==> src/rtl/uart_regbank_pkg.sv <==
package uart_regbank_pkg;
    localparam int unsigned BYTE_W  = 8;
    localparam int unsigned OFS_W   = 3;
    localparam int unsigned IEN_W   = 4;
    localparam int unsigned MCR_W   = 5;
    localparam int unsigned MDM_W   = 4;
    localparam int unsigned DIV_W   = 2 * BYTE_W;

    localparam logic [OFS_W-1:0] OFS_DATA  = 3'd0;
    localparam logic [OFS_W-1:0] OFS_IEN   = 3'd1;
    localparam logic [OFS_W-1:0] OFS_IDENT = 3'd2;
    localparam logic [OFS_W-1:0] OFS_LCTL  = 3'd3;
    localparam logic [OFS_W-1:0] OFS_MCTL  = 3'd4;
    localparam logic [OFS_W-1:0] OFS_LSTAT = 3'd5;
    localparam logic [OFS_W-1:0] OFS_MSTAT = 3'd6;
    localparam logic [OFS_W-1:0] OFS_SCR   = 3'd7;

    typedef enum logic [1:0] {
        CAUSE_MDM  = 2'b00,
        CAUSE_THR  = 2'b01,
        CAUSE_RXD  = 2'b10,
        CAUSE_LINE = 2'b11
    } cause_e;
endpackage

==> src/rtl/uart_rx_status.sv <==
module uart_rx_status
    import uart_regbank_pkg::*;
(
    input  logic              clk,
    input  logic              rst_n,
    input  logic              rx_valid,
    input  logic [BYTE_W-1:0] rx_byte,
    input  logic              rx_par_err,
    input  logic              rx_frm_err,
    input  logic              rx_brk,
    input  logic              data_rd,
    input  logic              status_rd,
    output logic [BYTE_W-1:0] hold_byte,
    output logic              data_ready,
    output logic              overrun,
    output logic              par_err,
    output logic              frm_err,
    output logic              brk_det
);
    typedef struct packed {
        logic [BYTE_W-1:0] hold;
        logic              dr;
        logic              oe;
        logic              pe;
        logic              fe;
        logic              bi;
    } rx_st_t;

    rx_st_t st_d, st_q;

    always_comb begin
        st_d = st_q;
        if (data_rd) begin
            st_d.dr = 1'b0;
        end
        if (status_rd) begin
            st_d.oe = 1'b0;
            st_d.pe = 1'b0;
            st_d.fe = 1'b0;
            st_d.bi = 1'b0;
        end
        // a fresh byte wins over any clearing read in the same cycle
        if (rx_valid) begin
            st_d.hold = rx_byte;
            st_d.dr   = 1'b1;
            if (st_q.dr && !data_rd) st_d.oe = 1'b1;
            if (rx_par_err)          st_d.pe = 1'b1;
            if (rx_frm_err)          st_d.fe = 1'b1;
            if (rx_brk)              st_d.bi = 1'b1;
        end
    end

    always_ff @(posedge clk or negedge rst_n) begin
        if (!rst_n) st_q <= '0;
        else        st_q <= st_d;
    end

    assign hold_byte  = st_q.hold;
    assign data_ready = st_q.dr;
    assign overrun    = st_q.oe;
    assign par_err    = st_q.pe;
    assign frm_err    = st_q.fe;
    assign brk_det    = st_q.bi;

    p_dr_clear_r4: assert property (@(posedge clk) disable iff (!rst_n)
        (data_rd && !rx_valid) |=> !data_ready);

    p_overrun_set_r5: assert property (@(posedge clk) disable iff (!rst_n)
        (rx_valid && data_ready && !data_rd) |=> (overrun && hold_byte == $past(rx_byte)));

    p_err_clear_r6: assert property (@(posedge clk) disable iff (!rst_n)
        (status_rd && !rx_valid) |=> !(overrun || par_err || frm_err || brk_det));

    p_err_keep_r6: assert property (@(posedge clk) disable iff (!rst_n)
        (rx_valid && rx_par_err) |=> par_err);
endmodule

==> src/rtl/uart_modem_status.sv <==
module uart_modem_status
    import uart_regbank_pkg::*;
(
    input  logic              clk,
    input  logic              rst_n,
    input  logic [MDM_W-1:0]  pins,      // {dcd, ri, dsr, cts}
    input  logic              loop_en,
    input  logic [MDM_W-1:0]  ctl_out,   // {out2, out1, rts, dtr}
    input  logic              status_rd,
    output logic [BYTE_W-1:0] msr
);
    typedef struct packed {
        logic [MDM_W-1:0] prev;
        logic [MDM_W-1:0] delta;
    } mdm_st_t;

    mdm_st_t st_d, st_q;
    logic [MDM_W-1:0] eff;
    logic [MDM_W-1:0] evt;

    always_comb begin
        // loopback: dcd<-out2, ri<-out1, dsr<-dtr, cts<-rts
        eff = loop_en ? {ctl_out[3], ctl_out[2], ctl_out[0], ctl_out[1]} : pins;
        evt = {eff[3] ^ st_q.prev[3],
               st_q.prev[2] & ~eff[2],
               eff[1] ^ st_q.prev[1],
               eff[0] ^ st_q.prev[0]};
        st_d       = st_q;
        st_d.prev  = eff;
        st_d.delta = (status_rd ? '0 : st_q.delta) | evt;
    end

    always_ff @(posedge clk or negedge rst_n) begin
        if (!rst_n) st_q <= '0;
        else        st_q <= st_d;
    end

    assign msr = {eff, st_q.delta};

    p_delta_keep_r9: assert property (@(posedge clk) disable iff (!rst_n)
        !status_rd |=> ((msr[3:0] & $past(msr[3:0])) == $past(msr[3:0])));

    p_ring_trail_r9: assert property (@(posedge clk) disable iff (!rst_n)
        $fell(msr[6]) |=> msr[2]);
endmodule

==> src/rtl/uart_irq_prio.sv <==
module uart_irq_prio
    import uart_regbank_pkg::*;
(
    input  logic [IEN_W-1:0] enable,   // {mdm, line, thr, rxd}
    input  logic             line_pend,
    input  logic             rxd_pend,
    input  logic             thr_pend,
    input  logic             mdm_pend,
    output logic             none_pend,
    output cause_e           cause
);
    logic [IEN_W-1:0] act;

    always_comb begin
        act       = {mdm_pend, line_pend, thr_pend, rxd_pend} & enable;
        none_pend = ~|act;
        if (act[2])      cause = CAUSE_LINE;
        else if (act[0]) cause = CAUSE_RXD;
        else if (act[1]) cause = CAUSE_THR;
        else             cause = CAUSE_MDM;
    end
endmodule

==> src/rtl/uart_regbank.sv <==
module uart_regbank
    import uart_regbank_pkg::*;
#(
    parameter logic [DIV_W-1:0] DIV_RST = '0
) (
    input  logic              clk,
    input  logic              rst_n,
    input  logic [OFS_W-1:0]  cpu_addr,
    input  logic              cpu_wr,
    input  logic              cpu_rd,
    input  logic [BYTE_W-1:0] cpu_wdata,
    output logic [BYTE_W-1:0] cpu_rdata,
    output logic              irq,
    input  logic              rx_valid,
    input  logic [BYTE_W-1:0] rx_data,
    input  logic              rx_par_err,
    input  logic              rx_frm_err,
    input  logic              rx_brk,
    output logic              tx_load,
    output logic [BYTE_W-1:0] tx_data,
    input  logic              tx_hold_empty,
    input  logic              tx_all_empty,
    output logic [DIV_W-1:0]  divisor,
    output logic [1:0]        word_len,
    output logic              stop_long,
    output logic              par_en,
    output logic              par_even,
    output logic              par_stick,
    output logic              break_ctl,
    output logic              fifo_en,
    output logic [1:0]        fifo_trig,
    output logic              rx_flush,
    output logic              tx_flush,
    input  logic              mdm_cts,
    input  logic              mdm_dsr,
    input  logic              mdm_ri,
    input  logic              mdm_dcd,
    output logic              dtr,
    output logic              rts,
    output logic              out1,
    output logic              out2
);
    typedef struct packed {
        logic [IEN_W-1:0]  ier;
        logic [BYTE_W-1:0] lcr;
        logic [MCR_W-1:0]  mcr;
        logic [BYTE_W-1:0] scr;
        logic [BYTE_W-1:0] dll;
        logic [BYTE_W-1:0] dlm;
        logic              fen;
        logic [1:0]        trig;
        logic              thre_pend;
        logic              thre_prev;
    } ctl_t;

    localparam ctl_t CTL_RST = '{
        ier: '0, lcr: '0, mcr: '0, scr: '0,
        dll: DIV_RST[BYTE_W-1:0], dlm: DIV_RST[DIV_W-1:BYTE_W],
        fen: 1'b0, trig: 2'b00, thre_pend: 1'b0, thre_prev: 1'b1
    };

    ctl_t ctl_d, ctl_q;

    logic              bank_div;
    logic              thr_wr, data_rd, ident_rd, lstat_rd, mstat_rd;
    logic [BYTE_W-1:0] rx_hold;
    logic              rx_dr, rx_oe, rx_pe, rx_fe, rx_bi;
    logic [BYTE_W-1:0] msr, lsr, iir;
    logic              irq_none;
    cause_e            irq_cause;

    // access decode
    always_comb begin
        bank_div = ctl_q.lcr[BYTE_W-1];
        thr_wr   = cpu_wr && cpu_addr == OFS_DATA && !bank_div;
        data_rd  = cpu_rd && cpu_addr == OFS_DATA && !bank_div;
        ident_rd = cpu_rd && cpu_addr == OFS_IDENT;
        lstat_rd = cpu_rd && cpu_addr == OFS_LSTAT;
        mstat_rd = cpu_rd && cpu_addr == OFS_MSTAT;
    end

    uart_rx_status u_rx_status (
        .clk        (clk),
        .rst_n      (rst_n),
        .rx_valid   (rx_valid),
        .rx_byte    (rx_data),
        .rx_par_err (rx_par_err),
        .rx_frm_err (rx_frm_err),
        .rx_brk     (rx_brk),
        .data_rd    (data_rd),
        .status_rd  (lstat_rd),
        .hold_byte  (rx_hold),
        .data_ready (rx_dr),
        .overrun    (rx_oe),
        .par_err    (rx_pe),
        .frm_err    (rx_fe),
        .brk_det    (rx_bi)
    );

    uart_modem_status u_modem_status (
        .clk       (clk),
        .rst_n     (rst_n),
        .pins      ({mdm_dcd, mdm_ri, mdm_dsr, mdm_cts}),
        .loop_en   (ctl_q.mcr[4]),
        .ctl_out   (ctl_q.mcr[3:0]),
        .status_rd (mstat_rd),
        .msr       (msr)
    );

    uart_irq_prio u_irq_prio (
        .enable    (ctl_q.ier),
        .line_pend (rx_oe | rx_pe | rx_fe | rx_bi),
        .rxd_pend  (rx_dr),
        .thr_pend  (ctl_q.thre_pend),
        .mdm_pend  (|msr[3:0]),
        .none_pend (irq_none),
        .cause     (irq_cause)
    );

    always_comb begin
        ctl_d = ctl_q;
        if (cpu_wr) begin
            case (cpu_addr)
                OFS_DATA:  if (bank_div) ctl_d.dll = cpu_wdata;
                OFS_IEN:   if (bank_div) ctl_d.dlm = cpu_wdata;
                           else          ctl_d.ier = cpu_wdata[IEN_W-1:0];
                OFS_IDENT: begin
                    ctl_d.fen  = cpu_wdata[0];
                    ctl_d.trig = cpu_wdata[BYTE_W-1:BYTE_W-2];
                end
                OFS_LCTL:  ctl_d.lcr = cpu_wdata;
                OFS_MCTL:  ctl_d.mcr = cpu_wdata[MCR_W-1:0];
                OFS_SCR:   ctl_d.scr = cpu_wdata;
                default:   ;
            endcase
        end
        ctl_d.thre_prev = tx_hold_empty;
        if (thr_wr || (ident_rd && !irq_none && irq_cause == CAUSE_THR)) begin
            ctl_d.thre_pend = 1'b0;
        end
        if (tx_hold_empty && !ctl_q.thre_prev) begin
            ctl_d.thre_pend = 1'b1;
        end
    end

    always_ff @(posedge clk or negedge rst_n) begin
        if (!rst_n) ctl_q <= CTL_RST;
        else        ctl_q <= ctl_d;
    end

    // status views and read mux
    always_comb begin
        lsr = {rx_pe | rx_fe | rx_bi, tx_all_empty, tx_hold_empty,
               rx_bi, rx_fe, rx_pe, rx_oe, rx_dr};
        iir = {{2{ctl_q.fen}}, 3'b000, irq_cause, irq_none};
        case (cpu_addr)
            OFS_DATA:  cpu_rdata = bank_div ? ctl_q.dll : rx_hold;
            OFS_IEN:   cpu_rdata = bank_div ? ctl_q.dlm
                                            : {{(BYTE_W-IEN_W){1'b0}}, ctl_q.ier};
            OFS_IDENT: cpu_rdata = iir;
            OFS_LCTL:  cpu_rdata = ctl_q.lcr;
            OFS_MCTL:  cpu_rdata = {{(BYTE_W-MCR_W){1'b0}}, ctl_q.mcr};
            OFS_LSTAT: cpu_rdata = lsr;
            OFS_MSTAT: cpu_rdata = msr;
            default:   cpu_rdata = ctl_q.scr;
        endcase
    end

    assign irq       = !irq_none;
    assign tx_load   = thr_wr;
    assign tx_data   = cpu_wdata;
    assign divisor   = {ctl_q.dlm, ctl_q.dll};
    assign word_len  = ctl_q.lcr[1:0];
    assign stop_long = ctl_q.lcr[2];
    assign par_en    = ctl_q.lcr[3];
    assign par_even  = ctl_q.lcr[4];
    assign par_stick = ctl_q.lcr[5];
    assign break_ctl = ctl_q.lcr[6];
    assign fifo_en   = ctl_q.fen;
    assign fifo_trig = ctl_q.trig;
    assign rx_flush  = cpu_wr && cpu_addr == OFS_IDENT && cpu_wdata[1];
    assign tx_flush  = cpu_wr && cpu_addr == OFS_IDENT && cpu_wdata[2];
    assign dtr       = ctl_q.mcr[0] && !ctl_q.mcr[4];
    assign rts       = ctl_q.mcr[1] && !ctl_q.mcr[4];
    assign out1      = ctl_q.mcr[2] && !ctl_q.mcr[4];
    assign out2      = ctl_q.mcr[3] && !ctl_q.mcr[4];

    p_div_lo_r2: assert property (@(posedge clk) disable iff (!rst_n)
        (cpu_wr && cpu_addr == OFS_DATA && bank_div) |=> divisor[7:0] == $past(cpu_wdata));

    p_div_hi_r2: assert property (@(posedge clk) disable iff (!rst_n)
        (cpu_wr && cpu_addr == OFS_IEN && bank_div) |=>
            (divisor[15:8] == $past(cpu_wdata) && $stable(ctl_q.ier)));

    p_prio_line_r7: assert property (@(posedge clk) disable iff (!rst_n)
        (ctl_q.ier[2] && (rx_oe || rx_pe || rx_fe || rx_bi)) |-> (irq && iir[2:1] == 2'b11));

    p_thr_rise_r8: assert property (@(posedge clk) disable iff (!rst_n)
        $rose(tx_hold_empty) |=> ctl_q.thre_pend);

    p_loop_quiet_r10: assert property (@(posedge clk) disable iff (!rst_n)
        ctl_q.mcr[4] |-> !(dtr || rts || out1 || out2));
endmodule

==> config.mk <==
export PLATFORM = sky130hd
export DESIGN_NAME = uart_regbank
export DESIGN_NICKNAME = d
export VERILOG_FILES = /design/src/rtl/uart_regbank_pkg.sv /design/src/rtl/uart_rx_status.sv /design/src/rtl/uart_modem_status.sv /design/src/rtl/uart_irq_prio.sv /design/src/rtl/uart_regbank.sv
export SDC_FILE = /design/constraint.sdc
export NUM_CORES = 1
export LEC_CHECK = 0
export ABC_AREA = 1
export BUFFER_PORTS_ARGS = -buffer_cell sky130_fd_sc_hd__clkbuf_2
export CORE_ASPECT_RATIO = 1.25
export CORE_MARGIN = 2
export CORE_UTILIZATION = 25
export CTS_BUF_LIST = sky130_fd_sc_hd__clkbuf_2
export DETAILED_ROUTE_END_ITERATION = 16
export HOLD_SLACK_MARGIN = 0.02
export SLEW_MARGIN = 10
export SYNTH_ARGS = -nofsm -noshare
export SYNTH_HDL_FRONTEND = slang
export SYNTH_SLANG_ARGS = --single-unit
==> constraint.sdc <==
create_clock -name clk -period 1.95 [get_ports clk]
set_clock_uncertainty 0.15 [all_clocks]
set_input_delay 0.195 -clock clk [delete_from_list [all_inputs] [get_ports clk]]
set_output_delay 0.195 -clock clk [all_outputs]
set_load 0.02 [all_outputs]
* Word level (Yosys, flattened, before mapping)
Index checks and enable logic that the tools add are counted.
Storage, ports and cells: latch bits 0, bits in read-only memories 0, memory bits (writable) 0, memories 0, input port bits 33, register bits 67
Cells by class: shift operators 0, bitwise gates (word level) 13, multiply operators 0, muxes and demuxes 17, div/mod/pow operators 0, add/sub/neg operators 0, reduce and logical (&&, ||, !) cells 36, order comparisons 0, equal/unequal tests 8
Operators with widths (number):
- $pmux W8 S7 | 1
- $logic_and A1 B1 Y1 | 18
- $mux W8 | 2
- $eq A3 B3 Y1 const B | 4
- $mux W4 | 3
- $reduce_and A3 Y1 | 3
- $mux W1 | 8
- $reduce_and A2 Y1 | 4
- $reduce_or A4 Y1 | 2
- $eq A3 B2 Y1 const B | 2
- $logic_not A1 Y1 | 5
- $mux W5 | 1
- $or A1 B1 Y1 | 5
- $and A4 B4 Y4 | 1
- $mux W2 | 2
- $or A4 B4 Y4 | 1
- $reduce_bool A2 Y1 | 2
- $eq A3 B1 Y1 const B | 1
- $logic_not A3 Y1 | 1
- $xor A1 B1 Y1 | 3
- $eq A2 B1 Y1 const B | 1
- $not A1 Y1 | 2
- $and A1 B1 Y1 | 1
- $logic_or A1 B1 Y1 | 1

* Depth between registers and ports, before layout
depth in word-level cells 12, depth in mapped cells 8, depth with buffers taken out 7

* Modules after synthesis
Synthesis repeated with hierarchy kept, for this count alone.
Second synthesis, totals: cell total of the unflattened synthesis 506, area total of the unflattened synthesis 3774.9 um^2
By module, submodules not included:
- uart_regbank | times used 1, cells an instance 380, area each 2741.4 um^2
- uart_modem_status | times used 1, cells an instance 61, area each 494.2 um^2
- uart_rx_status | times used 1, cells an instance 55, area each 491.7 um^2
- uart_irq_prio | times used 1, cells an instance 10, area each 47.5 um^2

* Worst setup path before layout
Ideal clock, no wire load.
path type register to register, from register ctl_q, in the netlist bank_div, to register ctl_q[1] in the netlist's numbering, library setup time 0.123 ns, required time 1.677 ns, path slack 0.202 ns, arrival time 1.475 ns, stages on the path, launching flop included 7, cell sequence dfrtp_1 buf_2 clkbuf_1 nor3_1 nor2_1 o21ai_0 nand2_1
Between the ends: word-level cells in the longest chain between the ends 4
RTL lines:
- start, declared | RTL line uart_regbank.sv:62 | ctl_t ctl_d, ctl_q;
- start signal, assigned | RTL line uart_regbank.sv:148 | else ctl_q <= ctl_d;
- $logic_not A1 Y1 | RTL line uart_regbank.sv:75 | thr_wr = cpu_wr && cpu_addr == OFS_DATA && !bank_div;
- $logic_and A1 B1 Y1 | RTL line uart_regbank.sv:75
- net tx_load | RTL line uart_regbank.sv:19 | output logic tx_load,
- $logic_or A1 B1 Y1 | RTL line uart_regbank.sv:138 | if (thr_wr || (ident_rd && !irq_none && irq_cause == CAUSE_THR)) begin
- $reduce_bool A2 Y1 (no source line)
The timed path passes the listed nets, and every way through them passes these cells. A chain may end at the register's enable or synchronous reset.

* Final worst setup path
from register ctl_q, in the netlist bank_div, to output cpu_rdata[0]
Between the ends: word-level cells in the longest chain between the ends 2, elaborated cells on any way between the ends 3, those cells by class mux (3)
RTL lines:
- $mux W8, on equally long branches | RTL line uart_regbank.sv:158, uart_regbank.sv:157
- $pmux W8 S7 * | RTL line uart_regbank.sv:156 | case (cpu_addr)
- end, declared | RTL line uart_regbank.sv:12 | output logic [BYTE_W-1:0] cpu_rdata,
Mark *: on every way between the ends. The rest lies on a longest branch, timed or not.

==> results.env <==
FINALCRITPERIODSHARE_PCT=113.2
CRITICAL_PATH_DEPTH=8
CRIT_PATH_CELLS='buf_12, nand2_1, nand2_2, nand2_1, nand3_1, nor2_2, a21oi_2, buf_6'
OUTCOME='finished with violations'
CTS.PATH.MAX_BUFFERS=2
ANTENNA_FOUND_INITIAL=1
VIAS_IN_THE_FIRST_GLOBAL_ROUTE=3178
SYNTH_FF_TYPE='dfrtp_1'
FRACTION_OF_REGISTERS_WITH_ASYNC_SET_RESET_PCT=100.0
SW_FRAC_OF_TOTAL_PCT=38.91
CTS.SINKS=67
MAX_SLEW_HEADROOM_AT_THE_WORST_PIN_PCT=69.62
POSTSYNTHREGISTERBITS=67
DETAIL_ROUTE.VIAS_PER_CELL=4.426
MAXIMUM_NUMBER_OF_PINS_ON_ONE_NET_BEFORE_GLOBAL_ROUTE_REPAIR=68
DRT-WIRELENGTH-PER-CELL_UM=14.81
DRV_SLEW=0
CRITPATHMOSTFREQUENTCELL='nand2_1'
SYNTH_NETS=475
FINAL_CRITICAL_PATH_SETUP_SLACK_NS=-0.2568
PATH_MAX_FANOUT=18
POSTSYNTHAREAPERCELL_SQ_UM=7.861
MAX_CAP_VIOLATIONS=0
TOTAL_POWER_PER_UNIT_CELL_AREA_nW_PER_UM2=867.9
WORST_SETUP_PATH_END_KIND='primary output'
WORST_EP_ARRIVAL_TIME_NS=1.86
CRITICAL_PATH.STARTPOINT_TYPE='register'
REG2REG_SETUP_SLACK_NS=0.35
GP_CONGESTION=0.8982
TIMING.RR.END='u_rx_status.par_err'
SETUP_VIOL_COUNT_FINAL=9
YOSYSMOSTFREQUENTCELL='nand2_1'
SEQ_AREA_FRAC_SYNTH_PCT=48.29
YOSYS.CELL_TYPES.COUNT=32
REPORT.POWER.TOTAL_mW=4.134
DRT-INITIAL-DRC-COUNT=211
ACHIEVABLE-FREQUENCY_GHz=0.4531
WORSTHOLDSTART='cpu_addr[0]'
IO_PINS=83
DRIVE_GT1_SHARE_PCT=28.98
1ST_PASS_ROUTER_ITERATIONS=4
HPWLAFTERDP_MM=8.103
SITE_ROWS=48
DP.CELLS=666
CTS_BUFFERS=9
AREA_GROWTH_PCT=37.09
FINISH.CELL_COUNT_WITHOUT_FILLERS=742
NETLIST.AREA_LEADER.SHARE_PCT=47.53
PROPORTION_OF_POWER_DRAWN_BY_THE_CLOCK_NETWORK_PCT=20.1
FINAL-HOLD-VIOLATION-COUNT=0
CRITPATHTOPFAMILY='flip-flops'
P_SEQ_SHARE_PCT=45.6
CRITICAL-PATH-MAX-STAGE-DELAY_NS=0.49
CRITPATHKIND='register to primary output'
CLOCK_TRANSITION_AT_THE_REGISTER_CLOCK_PINS_ON_THE_WORST_SETUP_AND_HOLD_PATHS_AFTER_CTS_NS=0.20
WORST_HOLD_PATH.NUM_CELLS=5
STATIC-LEAKAGE-POWER_nW=2.364
VDD_DROP_MAX_V=0.0002490
FLOORPLAN.INITIALDENSITY_PCT=25.37
CTS_ROOT_BUFFER='clkbuf_2'
COMB_POWER_SHARE_PCT=34.3
GRT_PASS1_WL_MM=16.84
HOLDPATHEND='ctl_q[1]'
CRITICAL_PATH.REG2REG.STARTPOINT='u_rx_status.par_err'
VIOLATIONS='negative setup slack'
NNETSFINAL=594
DETAIL_ROUTE.DRC_VIOLATIONS=0
POST_SYNTH_MAIN_AREA_CONTRIBUTORS='dfrtp_1, nand2_1, o21ai_0'
SYNTH_EDF_COUNT=0
GRTUSAGETOTAL_PCT=15.12
CTS.HTREE.LEVELS=3
PORT_BUFFERS=82
RSZ_0062_RAISED_AFTER_GLOBAL_ROUTING='yes'
DESIGN.CORE.AREA_SQ_UM=13690
FINALWORSTPATHREQUIREDPERIOD_NS=2.207
SYNTH_CELLS=442
TIMING.CRITICAL_PATH.SLOWEST_STAGE_CELL='dfrtp_2'
CELLINTERNALPOWER_mW=2.525
WORSTMARGINPINSLEW_NS=0.4546
SYNTH.LARGEST_AREA_CELL='dfrtp_1'
RESIDUAL_OVERFLOW_FROM_GLOBAL_ROUTING=0
SUM_OF_BUFFERS_AND_INVERTERS_ON_THE_CRITICAL_PATH=2
DIE_H_UM=135.8
TOTAL_NUMBER_OF_YOSYS_WARNINGS=0
SYNTHESIS.AREA_SQ_UM=3475
R2R_DEPTH=3
FINALWIRELENGTH_MM=10.99
TOTAL_SWITCHING_POWER_mW=1.608
DRT.ANTENNA.VIOLATING_NETS=0
SYNTH_COMMONEST_CELLS='nand2_1, dfrtp_1, o21ai_0'
CLOCK_LATENCY_NS=0.54
VIA_COUNT=3284
CTS_TREE='done'
HOLDCRITPATHCLASS='primary input to register'
DIE-WIDTH_UM=109.4
FLOORPLAN.DIE_AREA_SQ_UM=14860
CP.REQUIRED_NS=1.60
[layout make-up]
cell class,count,area [sq um]
diodes,1,2.502
clock inverters,7,68.82
inverters,43,161.4
fillers,1460,8930
repair buffers,148,1139
well taps,175,219.0
flip-flops and latches,67,1682
clock buffers,9,45.04
multi-input cells,292,1446
[worst max path at each step]
stage | slack [ns] | startpoint | endpoint
6_report | -0.26 | bank_div | cpu_rdata[0]
5_1_grt | -0.40 | bank_div | cpu_rdata[1]
4_1_cts | -0.30 | bank_div | cpu_rdata[0]
3_5_place_dp | 0.11 | cpu_addr[1] | cpu_rdata[0]
3_3_place_gp | 0.13 | cpu_addr[1] | cpu_rdata[2]
2_1_floorplan | 0.20 | bank_div | ctl_q[1]
[repair_timing]
item | CTS | global route
hold endpoints to repair | 134 | 2
setup buffers | 6 | 5
hold buffers | 47 | 1
gates resized for setup | 30 | 45
pin swaps | 6 | 6
setup endpoints to repair | 10 | 11
gates cloned | 0 | 0
[power by group through the flow]
| stage | clock [mW] | combinational [mW] | sequential, mW |
|---|---|---|---|
| 3_5_place_dp | 0 | 1.17 | 1.91 |
| 4_1_cts | 0.851 | 1.33 | 1.89 |
| 2_1_floorplan | 0 | 0.895 | 1.84 |
| 6_report | 0.831 | 1.42 | 1.89 |
| 3_3_place_gp | 0 | 1.16 | 1.90 |
| 5_1_grt | 0.916 | 1.55 | 1.92 |
[cell usage in the layout, fill, tap and decap left out, types with 4 or more instances in the layout]
cell,count
inv_1,37
nor2_2,6
dfrtp_1,63
nand3_2,4
o21ai_2,9
o21ai_0,51
buf_4,16
buf_6,8
nand2_2,7
nand4_1,4
o21ai_1,9
inv_2,6
clkbuf_2,76
nand3_1,21
nand2_1,142
dlygate4sd3_1,48
nor2_1,12
clkbuf_8,4
[registers in the layout (all words and copies together), names as in the netlist, 2 cells and up]
name,flops
ctl_q,19
divisor,16
fifo_trig,2
u_modem_status.msr,4
u_modem_status.st_q,4
u_rx_status.hold_byte,8
word_len,2
[worst reg2reg max path: cells and delay by family, from the launching register on]
kind | cells | cell delay (ns)
AO/OA/AOI/OAI | 1 | 0.19
flip-flops | 1 | 0.47
buffers and inverters | 2 | 0.71
[routing by layer]
| metal | GRT usage (%) | vias up | share of wire (%) |
|---|---|---|---|
| met4 | 6.540 | 0 | 2.7 |
| met2 | 25.24 | 80 | 51 |
| met1 | 18.69 | 1552 | 42 |
| met3 | 3.127 | 20 | 4.1 |
| met5 | 0 | - | 0 |
| li1 | - | 1632 | - |
[per-stage QoR]
stage | hold WS (ns) | TNS, ns | utilization, % | worst slack (ns) | instance area (sq um)
after global routing | 0.05842 | -3.214 | 34.79 | -0.4021 | 4763
after CTS | 0.02170 | -2.251 | 33.66 | -0.2999 | 4609
after global placement | 0.09679 | 0 | 28.53 | 0.1336 | 3906
after detailed placement | 0.1039 | 0 | 28.53 | 0.1145 | 3906
final | 0.04937 | -1.840 | 34.79 | -0.2568 | 4763
after floorplan | -0.2506 | 0 | - | 0.2017 | 3475
[cells by family after synthesis]
kind of cell	after synthesis	synth area share, %
buffers and inverters	83	12.57
XOR/XNOR	1	0.2521
AND/OR/NAND/NOR	210	25.71
flip-flops	67	48.29
AO/OA/AOI/OAI	81	13.18
Note: power is estimated with default switching activity, not from simulation.
